File: config.mk
export PLATFORM = sky130hd
export DESIGN_NAME = fastlock_seq
export DESIGN_NICKNAME = d
export VERILOG_FILES = /design/src/rtl/fl_pkg.sv /design/src/rtl/fl_regdec.sv /design/src/rtl/fl_prescale.sv /design/src/rtl/fl_down_timer.sv /design/src/rtl/fl_ramp.sv /design/src/rtl/fastlock_seq.sv
export SDC_FILE = /design/constraint.sdc
export NUM_CORES = 1
export LEC_CHECK = 0
export BUFFER_PORTS_ARGS = -buffer_cell sky130_fd_sc_hd__buf_2
export CAP_MARGIN = 15
export CORE_MARGIN = 4
export CORE_UTILIZATION = 51
export DETAILED_ROUTE_END_ITERATION = 6
export GPL_ROUTABILITY_DRIVEN = 0
export GPL_TIMING_DRIVEN = 0
export PLACE_DENSITY = 0.71
export SYNTH_ARGS = -nofsm -noshare
export SYNTH_HDL_FRONTEND = slang
export SYNTH_SLANG_ARGS = --single-unit
File: constraint.sdc
create_clock -name clk -period 2.1 [get_ports clk]
set_clock_uncertainty 0.05 [all_clocks]
set_input_delay 0 -clock clk [delete_from_list [all_inputs] [get_ports clk]]
set_output_delay 0 -clock clk [all_outputs]
set_load 0.03 [all_outputs]
File: src/rtl/fl_pkg.sv
package fl_pkg;
  localparam int WORD_W   = 24;
  localparam int CTL_W    = 3;
  localparam int SEL_LSB  = 3;
  localparam int SEL_W    = 2;
  localparam int VAL_LSB  = 5;
  localparam int TMR_W    = 9;
  localparam int NUM_TMR  = 3;
  localparam int TICK_DIV = 4;
  localparam int RAMP_STEPS = 6;

  localparam logic [CTL_W-1:0] CTL_START = 3'b000;
  localparam logic [CTL_W-1:0] CTL_TIMER = 3'b100;

  typedef enum logic [SEL_W-1:0] {
    SEL_SW3  = 2'b00,
    SEL_SW12 = 2'b01,
    SEL_ICP  = 2'b10,
    SEL_NONE = 2'b11
  } tmr_sel_e;

  function automatic logic [CTL_W-1:0] ctl_of(input logic [WORD_W-1:0] w);
    return w[CTL_W-1:0];
  endfunction

  function automatic logic [SEL_W-1:0] sel_of(input logic [WORD_W-1:0] w);
    return w[SEL_LSB +: SEL_W];
  endfunction

  function automatic logic [TMR_W-1:0] val_of(input logic [WORD_W-1:0] w);
    return w[VAL_LSB +: TMR_W];
  endfunction
endpackage

File: src/rtl/fl_regdec.sv
module fl_regdec
  import fl_pkg::*;
#(
  parameter int TW = TMR_W,
  parameter int NT = NUM_TMR
) (
  input  logic                       clk,
  input  logic                       rst,
  input  logic                       wr_valid,
  input  logic [WORD_W-1:0]          wr_word,
  output logic                       restart,
  output logic [NT-1:0][TW-1:0]      loads
);
  logic timer_hit;
  logic bad_sel;

  assign restart   = wr_valid && (ctl_of(wr_word) == CTL_START);
  assign timer_hit = wr_valid && (ctl_of(wr_word) == CTL_TIMER);
  assign bad_sel   = timer_hit && (sel_of(wr_word) == SEL_NONE);

  for (genvar i = 0; i < NT; i++) begin : g_slot
    always_ff @(posedge clk) begin
      if (rst) begin
        loads[i] <= '0;
      end else if (timer_hit && (sel_of(wr_word) == SEL_W'(i))) begin
        loads[i] <= val_of(wr_word)[TW-1:0];
      end
    end
  end

  assert_unused_sel_ignored_R2: assert property (@(posedge clk) disable iff (rst)
    bad_sel |=> $stable(loads));
  assert_start_keeps_values_R3: assert property (@(posedge clk) disable iff (rst)
    restart |=> $stable(loads));
endmodule

File: src/rtl/fl_prescale.sv
module fl_prescale #(
  parameter int DIV = 4
) (
  input  logic clk,
  input  logic rst,
  input  logic restart,
  output logic tick
);
  localparam int PW = (DIV > 1) ? $clog2(DIV) : 1;
  logic [PW-1:0] phase;

  assign tick = (phase == PW'(DIV - 1)) && !restart;

  always_ff @(posedge clk) begin
    if (rst || restart) begin
      phase <= '0;
    end else if (phase == PW'(DIV - 1)) begin
      phase <= '0;
    end else begin
      phase <= phase + 1'b1;
    end
  end

  assert_tick_spacing_R3: assert property (@(posedge clk) disable iff (rst)
    tick |=> !tick);
  assert_restart_phase_R3: assert property (@(posedge clk) disable iff (rst)
    restart |=> !tick);
endmodule

File: src/rtl/fl_down_timer.sv
module fl_down_timer #(
  parameter int TW = 9
) (
  input  logic          clk,
  input  logic          rst,
  input  logic          restart,
  input  logic          tick,
  input  logic [TW-1:0] load,
  output logic          active,
  output logic          expire
);
  logic [TW-1:0] cnt;

  assign active = (cnt != '0);
  assign expire = tick && !restart && (cnt == TW'(1));

  always_ff @(posedge clk) begin
    if (rst) begin
      cnt <= '0;
    end else if (restart) begin
      cnt <= load;
    end else if (tick && active) begin
      cnt <= cnt - 1'b1;
    end
  end

  assert_drop_on_tick_R4: assert property (@(posedge clk) disable iff (rst)
    $fell(active) |-> $past(tick || restart));
  assert_start_level_R4: assert property (@(posedge clk) disable iff (rst)
    restart |=> (active == ($past(load) != '0)));
  assert_expire_ends_R5: assert property (@(posedge clk) disable iff (rst)
    expire |=> !active);
endmodule

File: src/rtl/fl_ramp.sv
module fl_ramp #(
  parameter int STEPS = 6,
  parameter int CW = $clog2(STEPS + 1)
) (
  input  logic          clk,
  input  logic          rst,
  input  logic          restart,
  input  logic          tick,
  input  logic          zero_load,
  input  logic          icp_active,
  input  logic          icp_expire,
  output logic [CW-1:0] code
);
  localparam logic [CW-1:0] TOP   = CW'(STEPS);
  localparam logic [CW-1:0] FIRST = CW'(STEPS - 1);

  logic stepping;
  assign stepping = tick && !icp_active && (code != '0) && (code != TOP);

  always_ff @(posedge clk) begin
    if (rst) begin
      code <= '0;
    end else if (restart) begin
      code <= zero_load ? FIRST : TOP;
    end else if (icp_expire) begin
      code <= FIRST;
    end else if (stepping) begin
      code <= code - 1'b1;
    end
  end

  assert_ramp_single_step_R6: assert property (@(posedge clk) disable iff (rst)
    (!$past(restart) && !$past(rst) && (code != $past(code))) |->
      (code == CW'($past(code) - 1'b1)));
  assert_abort_raises_R7: assert property (@(posedge clk) disable iff (rst)
    restart |=> (code >= FIRST));
  assert_boost_held_R6: assert property (@(posedge clk) disable iff (rst)
    (icp_active && !restart && !icp_expire) |=> $stable(code));
endmodule

File: src/rtl/fastlock_seq.sv
module fastlock_seq
  import fl_pkg::*;
#(
  parameter int TW    = TMR_W,
  parameter int DIV   = TICK_DIV,
  parameter int STEPS = RAMP_STEPS,
  parameter int CW    = $clog2(STEPS + 1)
) (
  input  logic              clk,
  input  logic              rst,
  input  logic              wr_valid,
  input  logic [WORD_W-1:0] wr_word,
  output logic              sw12_en,
  output logic              sw3_en,
  output logic [CW-1:0]     icp_scale
);
  logic                       restart;
  logic                       tick;
  logic [NUM_TMR-1:0][TW-1:0] loads;
  logic [NUM_TMR-1:0]         active;
  logic [NUM_TMR-1:0]         expire;

  fl_regdec #(.TW(TW), .NT(NUM_TMR)) u_dec (
    .clk(clk), .rst(rst), .wr_valid(wr_valid), .wr_word(wr_word),
    .restart(restart), .loads(loads)
  );

  fl_prescale #(.DIV(DIV)) u_pre (
    .clk(clk), .rst(rst), .restart(restart), .tick(tick)
  );

  for (genvar i = 0; i < NUM_TMR; i++) begin : g_tmr
    fl_down_timer #(.TW(TW)) u_tmr (
      .clk(clk), .rst(rst), .restart(restart), .tick(tick),
      .load(loads[i]), .active(active[i]), .expire(expire[i])
    );
  end

  fl_ramp #(.STEPS(STEPS), .CW(CW)) u_ramp (
    .clk(clk), .rst(rst), .restart(restart), .tick(tick),
    .zero_load(loads[SEL_ICP] == '0),
    .icp_active(active[SEL_ICP]), .icp_expire(expire[SEL_ICP]),
    .code(icp_scale)
  );

  assign sw3_en  = active[SEL_SW3];
  assign sw12_en = active[SEL_SW12];

  assert_reset_state_R8: assert property (@(posedge clk)
    $past(rst) |-> (!sw3_en && !sw12_en && icp_scale == '0));
  assert_start_no_tick_R3: assert property (@(posedge clk) disable iff (rst)
    restart |-> !tick);
endmodule

# Word level (Yosys, flattened, before mapping)
# Index checks and enable logic that the tools add are counted.
# W data, S select, Z words.
# op_classes
n_eq_ne,6
mux,10
reduce_logical,29
addsub,5
# op_table
operator,n
$mux W9,6
$reduce_bool A9 Y1,3
$sub A9 B1 Y9 const B,3
$logic_and A1 B1 Y1,14
$eq A9 B1 Y1 const B,1
$logic_not A9 Y1,1
$mux W3,3
$reduce_bool A2 Y1,3
$reduce_bool A3 Y1,2
$eq A2 B2 Y1 const B,2
$eq A3 B3 Y1 const B,1
$logic_not A3 Y1,1
$ne A3 B3 Y1 const B,1
$sub A3 B1 Y3 const B,1
$add A2 B1 Y2 const B,1
$eq A2 B1 Y1 const B,1
$logic_not A1 Y1,2
$logic_not A2 Y1,1
$mux W2,1
$reduce_or A2 Y1,1
$logic_or A1 B1 Y1,1
# word_totals
register_bits,59
elab_cells,58
inputBits,27
output_inout_bits,5

# Depth between registers and ports, before layout
# depth
ltp_word,10
mapped_depth,7
mapped_depth_nobuf,7

# By module
# Synthesis repeated with hierarchy kept, for this count alone.
# hier_totals
cells_unflattened,372
hier_area_um2,3444.6
# modules_own_cells
module,n_inst,area_per_inst_um2,seq_area_each_um2,cells_each
fl_down_timer (g_tmr[1].u_tmr ...),2,689.4,180.2,83
fl_regdec,1,1147.4,540.5,103
fl_down_timer (g_tmr[0].u_tmr),1,603.1,180.2,71
fl_ramp,1,202.7,60.1,23
fl_prescale,1,86.3,40.0,6
fastlock_seq,1,26.3,0.0,3

# Least setup slack after synthesis
# No wires, ideal clock.
# synth_timing
path_kind,reg2reg
start,register g_tmr[2].u_tmr.cnt[0]
end,register g_tmr[2].u_tmr.cnt[5]
required_ns,1.962
setup_ns,0.088
t_arrival_ns,1.757
path_buffers,1
slack_ns,0.205
path_stages_with_launch,8
path_cell_list,dfxtp_1 -> inv_1 -> ha_1 -> or3b_2 -> buf_2 -> o31ai_4 -> or4_1 -> a311oi_2
# synth_between
elab_chain_cells,3
elab_cells_between_ends,6
classes_between,add/sub (1); mux (2); reduce/logical (3)
# synth_rtl
element,line,text
from (decl),fl_down_timer.sv:12,logic [TW-1:0] cnt;
from (signal assigned),fl_down_timer.sv:21,cnt <= load;
from (signal assigned),fl_down_timer.sv:23,cnt <= cnt - 1'b1;
$sub A9 B1 Y9 or $reduce_bool A9 Y1 (tied branches),"fl_down_timer.sv:23, fl_down_timer.sv:14",
$mux W9 or $logic_and A1 B1 Y1 (tied branches),fl_down_timer.sv:22,end else if (tick && active) begin
$mux W9 or $reduce_bool A2 Y1 (tied branches),-,
# Several ways; a longest one is shown, not always the timed one. The select of a mux whose other input is x is not followed.
# A chain may end at the register's enable or synchronous reset.

# Worst setup path in the final report
# Ends and elaborated chain as after synthesis.

==> impl_metrics.sql <==
INSERT INTO impl_metrics (metric_group, metric, value, unit) VALUES
('setup_path', 'critical_path_class', 'flop to flop', ''),
('setup_path', 'cp_max_fo', '6', ''),
('logic_synthesis', 'postSynthNetCount', '353', ''),
('setup_path', 'setup.worst_path.end_class', 'flop', ''),
('route', 'avgRoutedWirePerCell', '16.4', 'microns'),
('global_routing', 'grt_first_pass_wirelength', '11800', 'microns'),
('setup_path', 'cp.required', '2.30', 'ns'),
('route', 'drt_iter0_drc', '183', ''),
('hold_path', 'number_of_cells_on_the_worst_hold_path', '3', ''),
('setup_path', 'r2r-end', 'g_tmr[2].u_tmr.cnt[5]$_SDFFE_PP0P_', ''),
('setup_path', 'path_depth', '6', ''),
('setup_path', 'timing.critical_path.max_delay_family', 'compound AO/OA/AOI/OAI gates', ''),
('run', 'timing.max_cap.violations', '0', ''),
('logic_synthesis', 'post_syn_instances', '317', ''),
('power_and_ir_drop', 'ir_drop', '0.000655', 'V'),
('power_and_ir_drop', 'power_density', '745', 'mW/mm^2'),
('logic_synthesis', 'ys_ff_latch', '59', ''),
('power_and_ir_drop', 'power.static_leakage', '1.35', 'nW'),
('cts', 'tritoncts', 'built', ''),
('route', 'postRouteAntennaNets', '0', ''),
('timing', 'final_max_slew_viol_count', '0', ''),
('hold_path', 'hold_path.class', 'input port to flop', ''),
('logic_synthesis', 'number_of_enable_type_register_cells_in_the_synthesized_netlist', '0', ''),
('global_routing', 'initial_antenna_violation_count', '0', ''),
('finish', 'mostFrequentLayoutCells', '58 x sky130_fd_sc_hd__dfxtp_1, 49 x sky130_fd_sc_hd__nor2_1, 30 x sky130_fd_sc_hd__mux2i_1', ''),
('die', 'design.die.area', '0.00688', 'sq mm'),
('setup_path', 'worstPathBufferInverterCount', '1', ''),
('logic_synthesis', 'synth.cell_area', '0.00287', 'sq mm'),
('global_routing', 'grt_max_degree', '11', ''),
('route', 'detail_route.drc_violations', '0', ''),
('timing', 'max_freq', '500', 'MHz'),
('cts', 'cts.reportedPaths.clkPinSlew', '0.06', 'ns'),
('cts', 'h-tree-depth', '3', ''),
('power_and_ir_drop', 'total_power', '2.50', 'mW'),
('die', 'horiz_die_dim', '83.0', 'microns'),
('timing', 'slew_headroom', '0.213', ''),
('timing', 'grt_setup_unrepaired', 'no', ''),
('logic_synthesis', 'synth-async-reset-ratio', '0', ''),
('placement', 'portBuffers', '21', ''),
('hold_path', 'hold-path-endpoint', 'g_tmr[1].u_tmr.cnt[1]$_SDFFE_PP0P_', ''),
('logic_synthesis', 'synth.yosys.warnings', '0', ''),
('setup_path', 'r2r_start', 'g_tmr[2].u_tmr.cnt[0]$_SDFFE_PP0P_', ''),
('cts', 'clk-insertion-delay-late', '0.33', 'ns'),
('die', 'initial_utilization', '0.524', ''),
('setup_path', 'critical_path.slowest_cell', 'sky130_fd_sc_hd__or3b_2', ''),
('cts', 'clock_tree.buffer_depth', '2', ''),
('timing', 'hold_viol', '0', ''),
('logic_synthesis', 'ys_seq_area_frac', '0.412', ''),
('timing', 'postLayoutSetupSlackWorst', '0.100', 'ns'),
('die', 'num_io_pins', '32', ''),
('global_routing', 'grt_pass1_vias', '2350', ''),
('hold_path', 'worst_hold_startpoint', 'rst', ''),
('cts', 'cts_buffers', '9', ''),
('finish', 'area_delta_synth_final', '16.9', '%'),
('setup_path', 'startpoint_type', 'flop', ''),
('logic_synthesis', 'synth_ff_type', 'sky130_fd_sc_hd__dfxtp_1', ''),
('logic_synthesis', 'syn-mean-instance-area', '9.04', 'sq um'),
('cts', 'cts_sinks', '59', ''),
('setup_path', 'r2r_setup_slack', '0.10', 'ns'),
('logic_synthesis', 'synth.lib_cells_used.distinct', '43', ''),
('setup_path', 'timing.critical_path.arrival', '2.20', 'ns'),
('timing', 'timing_worst_slew_pin_value', '1.16', 'ns'),
('placement', 'postPlaceCellArea', '0.00306', 'sq mm'),
('cts', 'cts_root_buffer', 'sky130_fd_sc_hd__clkbuf_8', ''),
('finish', 'design.final.nets', '393', ''),
('die', 'rows', '27', ''),
('outcome', 'status', 'complete, no violations', ''),
('timing', 'fin_crit', '2.00', 'ns'),
('placement', 'dp_hpwl', '5120', 'microns'),
('finish', 'fillcell_total', '510', ''),
('finish', 'most_common_cell_after_layout_fill_and_taps_aside', 'sky130_fd_sc_hd__dfxtp_1', '');
## repair_timing
action	in CTS	in global routing
cloned	0	0
resized for setup	1	6
pin swaps	0	2
hold buffers	9	0
endpoints found under the setup margin	1	9
endpoints found under the hold margin	27	0
## worst max path at each step
stage / from / slack, ns / to
6_report: g_tmr[2].u_tmr.cnt[0]$_SDFFE_PP0P_ / 0.10 / g_tmr[2].u_tmr.cnt[5]$_SDFFE_PP0P_
5_1_grt: g_tmr[2].u_tmr.cnt[0]$_SDFFE_PP0P_ / 0.01 / g_tmr[2].u_tmr.cnt[4]$_SDFFE_PP0P_
3_5_place_dp: g_tmr[0].u_tmr.cnt[0]$_SDFFE_PP0P_ / -0.02 / g_tmr[0].u_tmr.cnt[1]$_SDFFE_PP0P_
3_3_place_gp: wr_word[1] / 0.02 / u_ramp.code[0]$_SDFFE_PP0P_
4_1_cts: g_tmr[2].u_tmr.cnt[0]$_SDFFE_PP0P_ / 0.06 / g_tmr[2].u_tmr.cnt[3]$_SDFFE_PP0P_
2_1_floorplan: g_tmr[2].u_tmr.cnt[0]$_SDFFE_PP0P_ / 0.20 / g_tmr[2].u_tmr.cnt[5]$_SDFFE_PP0P_
## synthesized netlist by cell type, types with 6 or more instances
library cell	n	area, sq um
sky130_fd_sc_hd__a21oi_1	17	85.1
sky130_fd_sc_hd__or3_1	6	37.5
sky130_fd_sc_hd__mux2i_1	30	300
sky130_fd_sc_hd__nor2_1	49	184
sky130_fd_sc_hd__nand2_1	13	48.8
sky130_fd_sc_hd__o21ai_0	14	70.1
sky130_fd_sc_hd__buf_2	7	35.0
sky130_fd_sc_hd__nor4b_1	6	52.6
sky130_fd_sc_hd__a211oi_1	13	97.6
sky130_fd_sc_hd__ha_1	9	113
sky130_fd_sc_hd__xnor2_1	7	61.3
sky130_fd_sc_hd__nor4_1	7	43.8
sky130_fd_sc_hd__inv_1	13	48.8
sky130_fd_sc_hd__clkbuf_1	11	41.3
sky130_fd_sc_hd__dfxtp_1	59	1180
## report_power, final
| part | leakage (nW) | internal (mW) | switching (mW) |
|---|---|---|---|
| combinational | 0.780 | 0.142 | 0.218 |
| sequential | 0.479 | 1.16 | 0.0397 |
| clock | 0.0953 | 0.515 | 0.425 |
| total | 1.35 | 1.81 | 0.684 |
## tightest hold or removal path, delay by kind of cell
kind                   cells  cell delay [ns]
AO/OA/AOI/OAI              1             0.25
AND/OR/NAND/NOR            1             0.07
buffers and inverters      1             0.15
## metal layers
layer  part of all wire  GRT usage
met1               0.49      0.298
met2               0.46      0.315
met3              0.038     0.0397
met4              0.015      0.114
met5                  0          0
## kinds of logic (layout without fill, tap and decap cells)
| kind of cell | Yosys count | after routing | share of synthesized area |
|---|---|---|---|
| adder cells (fa/ha/maj) | 9 | 9 | 0.0393 |
| buffers and inverters | 31 | 75 | 0.0436 |
| multiplexers | 31 | 31 | 0.109 |
| XOR/XNOR | 10 | 10 | 0.0306 |
| flip-flops | 59 | 59 | 0.412 |
| AO/OA/AOI/OAI | 68 | 68 | 0.165 |
| AND/OR/NAND/NOR | 109 | 109 | 0.200 |
## registers in the layout (all words and copies together) (netlist names)
register / count
u_dec.loads: 27
u_ramp.code: 3
u_pre.phase: 2
g_tmr.u_tmr.cnt: 27
## metrics by stage
stage	instances	util	hold WS (ns)
after floorplan	317	-	0.0939
after global placement	410	0.559	0.223
after detailed placement	410	0.559	0.228
after CTS	434	0.610	0.130
after global routing	433	0.612	0.162
final	433	0.612	0.137
## layout make-up
type | count | area, sq um | share of cell area
plain buffers | 17 | 71.3 | 0.0213
well taps | 72 | 90.1 | 0.0269
multi-input cells | 227 | 1590 | 0.473
inverters | 13 | 48.8 | 0.0146
flip-flops and latches | 59 | 1180 | 0.353
clock buffers | 13 | 169 | 0.0504
clock inverters | 2 | 10.0 | 0.00299
repair buffers | 30 | 195 | 0.0582
Note: power is estimated with default switching activity, not from simulation.
